==> config.mk <==
export PLATFORM = sky130hd
export DESIGN_NAME = pmc_bank
export DESIGN_NICKNAME = d
export VERILOG_FILES = /design/src/rtl/pmc_pkg.sv /design/src/rtl/pmc_ctl_fsm.sv /design/src/rtl/pmc_mask_pair.sv /design/src/rtl/pmc_counter.sv /design/src/rtl/pmc_bank.sv
export SDC_FILE = /design/constraint.sdc
export NUM_CORES = 1
export LEC_CHECK = 0
export ABC_CLOCK_PERIOD_IN_PS = 2700
export CORE_MARGIN = 2
export CORE_UTILIZATION = 40
export CTS_CLUSTER_SIZE = 25
export DETAILED_ROUTE_END_ITERATION = 6
export MAX_ROUTING_LAYER = met4
export PLACE_DENSITY = 0.6
export SLEW_MARGIN = 5
export SYNTH_ARGS = -nofsm -noshare
export SYNTH_HDL_FRONTEND = slang
export SYNTH_SLANG_ARGS = --single-unit
export TNS_END_PERCENT = 100
==> constraint.sdc <==
create_clock -name clk -period 2.7 [get_ports clk]
set_clock_uncertainty 0.05 [all_clocks]
set_input_delay 0.54 -clock clk [delete_from_list [all_inputs] [get_ports clk]]
set_output_delay 0.54 -clock clk [all_outputs]
set_load 0.01 [all_outputs]
==> src/rtl/pmc_pkg.sv <==
package pmc_pkg;
    localparam int unsigned IDX_W      = 12;
    localparam int unsigned MASK_W     = 32;
    localparam int unsigned CYC_BIT    = 31;
    localparam int unsigned GEN_STRIDE = 16;

    localparam logic [IDX_W-1:0] IX_CTL      = 12'h400;
    localparam logic [IDX_W-1:0] IX_EN_CLR   = 12'h403;
    localparam logic [IDX_W-1:0] IX_EN_SET   = 12'h404;
    localparam logic [IDX_W-1:0] IX_IE_CLR   = 12'h405;
    localparam logic [IDX_W-1:0] IX_IE_SET   = 12'h406;
    localparam logic [IDX_W-1:0] IX_OV_CLR   = 12'h407;
    localparam logic [IDX_W-1:0] IX_OV_SET   = 12'h408;
    localparam logic [IDX_W-1:0] IX_CYC      = 12'h40A;
    localparam logic [IDX_W-1:0] IX_GEN_BASE = 12'h420;

    typedef enum logic [1:0] {
        ST_OFF  = 2'd0,
        ST_ON   = 2'd1,
        ST_WIPE = 2'd2
    } pmc_state_e;
endpackage

==> src/rtl/pmc_ctl_fsm.sv <==
module pmc_ctl_fsm
    import pmc_pkg::*;
(
    input  logic       clk,
    input  logic       rst_n,
    input  logic       ctl_we,
    input  logic [2:0] ctl_wd,
    output pmc_state_e state,
    output logic       count_on,
    output logic       wipe_now,
    output logic       glob_en_rd
);
    pmc_state_e st_q, st_d;
    logic       resume_q;

    always_comb begin
        st_d = st_q;
        if (ctl_we) begin
            if (|ctl_wd[2:1])
                st_d = ST_WIPE;
            else if (ctl_wd[0])
                st_d = ST_ON;
            else
                st_d = ST_OFF;
        end else begin
            unique case (st_q)
                ST_OFF:  st_d = ST_OFF;
                ST_ON:   st_d = ST_ON;
                ST_WIPE: st_d = resume_q ? ST_ON : ST_OFF;
                default: st_d = ST_OFF;
            endcase
        end
    end

    always_ff @(posedge clk or negedge rst_n) begin
        if (!rst_n) begin
            st_q     <= ST_OFF;
            resume_q <= 1'b0;
        end else begin
            st_q <= st_d;
            if (ctl_we)
                resume_q <= ctl_wd[0];
        end
    end

    always_comb begin
        count_on   = 1'b0;
        wipe_now   = 1'b0;
        glob_en_rd = 1'b0;
        unique case (st_q)
            ST_OFF: ;
            ST_ON: begin
                count_on   = 1'b1;
                glob_en_rd = 1'b1;
            end
            ST_WIPE: begin
                wipe_now   = 1'b1;
                glob_en_rd = resume_q;
            end
            default: ;
        endcase
    end

    assign state = st_q;
endmodule

==> src/rtl/pmc_mask_pair.sv <==
module pmc_mask_pair #(
    parameter int unsigned W     = 32,
    parameter logic [W-1:0] VALID = '1
) (
    input  logic         clk,
    input  logic         rst_n,
    input  logic         set_we,
    input  logic         clr_we,
    input  logic [W-1:0] wd,
    input  logic [W-1:0] hw_set,
    output logic [W-1:0] q
);
    logic [W-1:0] set_m, clr_m;

    assign set_m = set_we ? wd : '0;
    assign clr_m = clr_we ? wd : '0;

    always_ff @(posedge clk or negedge rst_n) begin
        if (!rst_n)
            q <= '0;
        else
            q <= ((q & ~clr_m) | set_m | hw_set) & VALID;
    end
endmodule

==> src/rtl/pmc_counter.sv <==
module pmc_counter #(
    parameter int unsigned W = 32
) (
    input  logic         clk,
    input  logic         rst_n,
    input  logic         inc,
    input  logic         wipe,
    input  logic         ld,
    input  logic [W-1:0] ld_val,
    output logic [W-1:0] val,
    output logic         wrap
);
    assign wrap = inc & ~ld & ~wipe & (&val);

    always_ff @(posedge clk or negedge rst_n) begin
        if (!rst_n)
            val <= '0;
        else if (wipe)
            val <= '0;
        else if (ld)
            val <= ld_val;
        else if (inc)
            val <= val + 1'b1;
    end
endmodule

==> src/rtl/pmc_bank.sv <==
module pmc_bank
    import pmc_pkg::*;
#(
    parameter int unsigned NUM_GEN = 8,
    parameter int unsigned GEN_W   = 32,
    parameter int unsigned CYC_W   = 64
) (
    input  logic               clk,
    input  logic               rst_n,
    input  logic               wr_en,
    input  logic [IDX_W-1:0]   wr_idx,
    input  logic [CYC_W-1:0]   wr_data,
    input  logic [IDX_W-1:0]   rd_idx,
    output logic [CYC_W-1:0]   rd_data,
    input  logic [NUM_GEN-1:0] evt,
    output logic               irq
);
    localparam logic [MASK_W-1:0] MASK_VALID =
        (MASK_W'(1) << CYC_BIT) | ((MASK_W'(1) << NUM_GEN) - MASK_W'(1));

    pmc_state_e st;
    logic count_on, wipe_now, glob_en_rd;
    logic [MASK_W-1:0] en_q, ie_q, ovf_q, ovf_hw;
    logic [NUM_GEN-1:0][GEN_W-1:0] gen_val;
    logic [NUM_GEN-1:0] gen_wrap;
    logic [CYC_W-1:0] cyc_val;
    logic cyc_wrap;

    pmc_ctl_fsm u_fsm (
        .clk        (clk),
        .rst_n      (rst_n),
        .ctl_we     (wr_en && (wr_idx == IX_CTL)),
        .ctl_wd     (wr_data[2:0]),
        .state      (st),
        .count_on   (count_on),
        .wipe_now   (wipe_now),
        .glob_en_rd (glob_en_rd)
    );

    pmc_mask_pair #(.W(MASK_W), .VALID(MASK_VALID)) u_en (
        .clk(clk), .rst_n(rst_n),
        .set_we(wr_en && (wr_idx == IX_EN_SET)),
        .clr_we(wr_en && (wr_idx == IX_EN_CLR)),
        .wd(wr_data[MASK_W-1:0]), .hw_set('0), .q(en_q)
    );

    pmc_mask_pair #(.W(MASK_W), .VALID(MASK_VALID)) u_ie (
        .clk(clk), .rst_n(rst_n),
        .set_we(wr_en && (wr_idx == IX_IE_SET)),
        .clr_we(wr_en && (wr_idx == IX_IE_CLR)),
        .wd(wr_data[MASK_W-1:0]), .hw_set('0), .q(ie_q)
    );

    pmc_mask_pair #(.W(MASK_W), .VALID(MASK_VALID)) u_ovf (
        .clk(clk), .rst_n(rst_n),
        .set_we(wr_en && (wr_idx == IX_OV_SET)),
        .clr_we(wr_en && (wr_idx == IX_OV_CLR)),
        .wd(wr_data[MASK_W-1:0]), .hw_set(ovf_hw), .q(ovf_q)
    );

    for (genvar g = 0; g < NUM_GEN; g++) begin : g_gen
        localparam logic [IDX_W-1:0] VAL_IX =
            IX_GEN_BASE + IDX_W'(g * GEN_STRIDE) + IDX_W'(1);
        pmc_counter #(.W(GEN_W)) u_ctr (
            .clk    (clk),
            .rst_n  (rst_n),
            .inc    (count_on & en_q[g] & evt[g]),
            .wipe   (wipe_now),
            .ld     (wr_en && (wr_idx == VAL_IX)),
            .ld_val (wr_data[GEN_W-1:0]),
            .val    (gen_val[g]),
            .wrap   (gen_wrap[g])
        );
    end

    pmc_counter #(.W(CYC_W)) u_cyc (
        .clk    (clk),
        .rst_n  (rst_n),
        .inc    (count_on & en_q[CYC_BIT]),
        .wipe   (wipe_now),
        .ld     (wr_en && (wr_idx == IX_CYC)),
        .ld_val (wr_data),
        .val    (cyc_val),
        .wrap   (cyc_wrap)
    );

    always_comb begin
        ovf_hw               = '0;
        ovf_hw[NUM_GEN-1:0]  = gen_wrap;
        ovf_hw[CYC_BIT]      = cyc_wrap;
    end

    assign irq = |(ovf_q & ie_q);

    always_comb begin
        rd_data = '0;
        case (rd_idx)
            IX_CTL: begin
                rd_data[0]     = glob_en_rd;
                rd_data[15:11] = 5'(NUM_GEN);
            end
            IX_EN_CLR, IX_EN_SET: rd_data[MASK_W-1:0] = en_q;
            IX_IE_CLR, IX_IE_SET: rd_data[MASK_W-1:0] = ie_q;
            IX_OV_CLR, IX_OV_SET: rd_data[MASK_W-1:0] = ovf_q;
            IX_CYC:               rd_data = cyc_val;
            default: ;
        endcase
        for (int g = 0; g < NUM_GEN; g++) begin
            if (rd_idx == IX_GEN_BASE + IDX_W'(g * GEN_STRIDE) + IDX_W'(1))
                rd_data[GEN_W-1:0] = gen_val[g];
        end
    end
endmodule

==> results of run 1 <==
cells in the mapped netlist, drive strengths merged (5+ instances only):
library cell / instances / area (um^2)
nor3b: 5 / 37.54
mux2: 10 / 112.6
buf: 60 / 297.8
a222oi: 8 / 80.08
a21oi: 62 / 310.3
nor3: 76 / 454.2
a311oi: 17 / 148.9
nand3: 147 / 745.7
o2bb2ai: 8 / 70.07
a22o: 42 / 367.9
nand2: 180 / 685.7
xor2: 149 / 1305
o22ai: 35 / 219.0
nor4: 37 / 307.8
nand4b: 5 / 43.79
and3: 108 / 675.7
mux2i: 18 / 180.2
nand4: 89 / 593.1
nand2b: 8 / 50.05
nor2: 424 / 1602
a211oi: 292 / 2192
and4: 33 / 291.5
a32oi: 7 / 61.31
clkbuf: 165 / 619.3
a22oi: 46 / 345.3
o21ai: 64 / 320.3
a221oi: 12 / 105.1
inv: 24 / 90.09
a2bb2oi: 6 / 52.55
and2: 19 / 121.4
ha: 11 / 137.6
nor2b: 18 / 112.6
a21o: 15 / 112.6
dfrtp: 350 / 8758
or3: 26 / 172.7
xnor2: 144 / 1261
where the power goes:
part           switching (W)  internal, W
Sequential         0.0000735      0.00529
Clock                0.00253      0.00366
Combinational       0.000681     0.000439
worst max-delay path: cells and delay by family:
kind                   cells  cell delay (ns)
AO/OA/AOI/OAI              3             0.37
buffers and inverters      5             0.86
AND/OR/NAND/NOR            3             0.90
flip-flops by register name, summed over array words and instances (netlist names):
name,flops
u_ie.q,9
u_fsm.state,2
u_fsm.resume_q,1
g_gen.u_ctr.val,256
u_cyc.val,64
u_en.q,9
u_ovf.q,9
logic make-up (layout without fill, tap and decap cells):
| family | count (synthesis) | in the layout | share of synthesized area |
|---|---|---|---|
| AND/OR/NAND/NOR | 1194 | 1197 | 0.2580 |
| XOR/XNOR | 293 | 293 | 0.1092 |
| AO/OA/AOI/OAI | 647 | 647 | 0.1984 |
| other | 0 | 2 | 0 |
| buffers and inverters | 250 | 716 | 0.04329 |
| flip-flops | 350 | 350 | 0.3728 |
| multiplexers | 28 | 28 | 0.01246 |
| adder cells (fa/ha/maj) | 11 | 11 | 0.005858 |
stage by stage:
stage	power [W]	hold WS (ns)
floorplan	0.005778	0.1944
global placement	0.006493	0.4492
detailed placement	0.006499	0.4553
CTS	0.01270	0.4483
global route	0.01301	0.4792
finish	0.01268	0.4497
metal layers:
layer	vias to the layer above	wire length, um
met3	323	9447
met5	-	0
met4	0	6418
met2	1286	48330
li1	11079	-
met1	12306	45010
final cells by class:
cell class	count	area share
inverters	24	0.002827
well taps	765	0.03004
clock inverters	12	0.005929
diodes	2	0.0001571
clock buffers	67	0.04017
flip-flops and latches	350	0.2749
repair buffers	613	0.1763
multi-input cells	2176	0.4696
what timing repair did:
action                                  in CTS  in global routing
gates resized for setup                    449                156
pin swaps                                   76                 39
endpoints found under the setup margin      79                136
hold buffers                                 1                  0
gates cloned                                 8                  4
buffers inserted                            31                 13
hold endpoints to repair                    45                  0
final timing paths:
kind	endpoint	slack, ns	cells after the start
worst max-delay path	rd_data[1]	-0.56	11
worst min-delay path	u_cyc.val[41]	0.45	2
worst max register to register	u_ovf.q[1]	0.10	7
worst min register to register	u_ie.q[5]	0.53	1
max in group asynchronous	g_gen[5].u_ctr.val[18]	1.35	3
min in group clk	u_cyc.val[35]	0.48	3
==> impl_results.md, run 1 <==
- Status: finished, violations left
- Failing checks: negative setup slack
- Met1 Use GR: 0.4820
- RSZ-0062 raised after global routing: yes
- Ys Warns: 0
- Startpoint types: input port
- Clock root cell: clkbuf_16
- Synth unique cells: 81
- Num CTS Buffers: 45
- Grt peak-use layer: met2
- Crit-path cells: buf_2 -> or4b_4 -> buf_6 -> nor3_4 -> buf_6 -> nand2_8 -> buf_12 -> o22ai_4 -> a211o_1 -> a41oi_2 -> buf_2
- Max-slew headroom: 0.3075
- Area Growth Syn to Fin: 35.62%
- Ports: 164
- CP endpoint kind: primary output
- Setup Crit Path Kind: input port to primary output
- Final Critical Period: 3.258 ns
- Die Y: 246.4 um
- Reg2reg start: u_fsm.state[1]
- Clock transition at path regs: 0.06 ns
- Clk Latency, worst-skew pair: 0.61 ns
- Maximum VDD drop: 0.4060 mV
- Core box area: 57,920 um^2
- Inst Count DP: 3,882
- Met2 usage: 0.5436
- Top FF cell, synth: dfrtp_1
- PnR worst setup slack: -0.5584 ns
- Initial antenna violation count: 2
- Initial DRT Pass Iterations: 6
- DRT antenna net count: 0
- First-pass GRT wire length: 159,600 um
- Area occupied by registers: 8760 um^2
- DR DRC count: 0
- Row count: 88
- Final cell area excluding filler cells: 31,870 um^2
- Gpl congestion: 1.017
- Post-synth EDFFs: 0
- Netlist Area Pre-Place: 23,500 um^2
- Htree depth: 2
- Area occupied by multi-input gates: 14,970 um^2
- Die width: 246.4 um
- Most frequent cells in the layout: nor2_1 (416), buf_4 (365), dfrtp_1 (349), a211oi_1 (290), nand2_1 (174)
- Drt first-iter violations: 2,831
- Sequential fraction of the synthesis area: 0.3728
- Post-Route Utilization: 0.5502
- Grt met3 use: 0.06296
- FF+latch count, synth: 350
- Synth Net Count: 2,883
- Pre-CTS WS: -1.347 ns
- Final Setup Violations: 48
- Hpwl dp: 79,180 um
- Port Buffer Count: 163
- Initial core utilization: 0.4057
- Power Density: 397.8 nW/um^2
- Die area: 60,700 um^2
- Async SR Flop Fraction: 1.000
- Worst hold path type: input port to asynchronous set/reset pin
- Drt wl/cell: 27.24 um
- Fin crit share: 1.207
- Commonest non-fill, non-tap cell in the layout: nor2_1
- Max Clk Rate: 306.9 MHz
- CP max FO: 8
- Vias in the first global route: 23,801
- CTS tree: yes
- Cell Area, Placed: 28,830 um^2
- Fillcell total: 5,364
- Final hold vios: 0
- Slew Viols, Final: 0
- Least-Margin Pin Slew: 1.039 ns
- Post-DR vias/cell: 6.234
- Setup TNS: -15.49 ns
- CTS sink cnt: 350
- Max cap viols: 0
- Gr usage total: 0.3651
- Grt total ovfl: 0
- Syn Area/Cell: 8.473 um^2
- Final Net Count: 3,320
- Max incr delay on CP: 0.61 ns
- Crit. Startpoint: rd_idx[9]
- Clock buffer depth: 3
- WL final: 109,200 um
- Leakage: 13.35 nW
- Worst EP arrival: 2.67 ns
- Worst path required time: 2.11 ns
- Critical-path top delay cell: or4b_4
- Layout cells sized above 1: 0.2520
- Final Non-Filler Cells: 4,009
- Vias: 24,994
- Post-Synthesis Cells: 2,773
- Largest net degree at the start of global routing: 86
No activity file was read; power rests on OpenSTA's default activity.
==> run 2, diff against run 1 <==
--- a/config.mk
+++ b/config.mk
@@ -6,6 +6,7 @@
 export NUM_CORES = 1
 export LEC_CHECK = 0
 export ABC_CLOCK_PERIOD_IN_PS = 2700
+export CAP_MARGIN = 20
 export CORE_MARGIN = 2
 export CORE_UTILIZATION = 40
 export CTS_CLUSTER_SIZE = 25
==> results of run 2 <==
The final DEF is identical to that of run 1; final timing and power are the same.
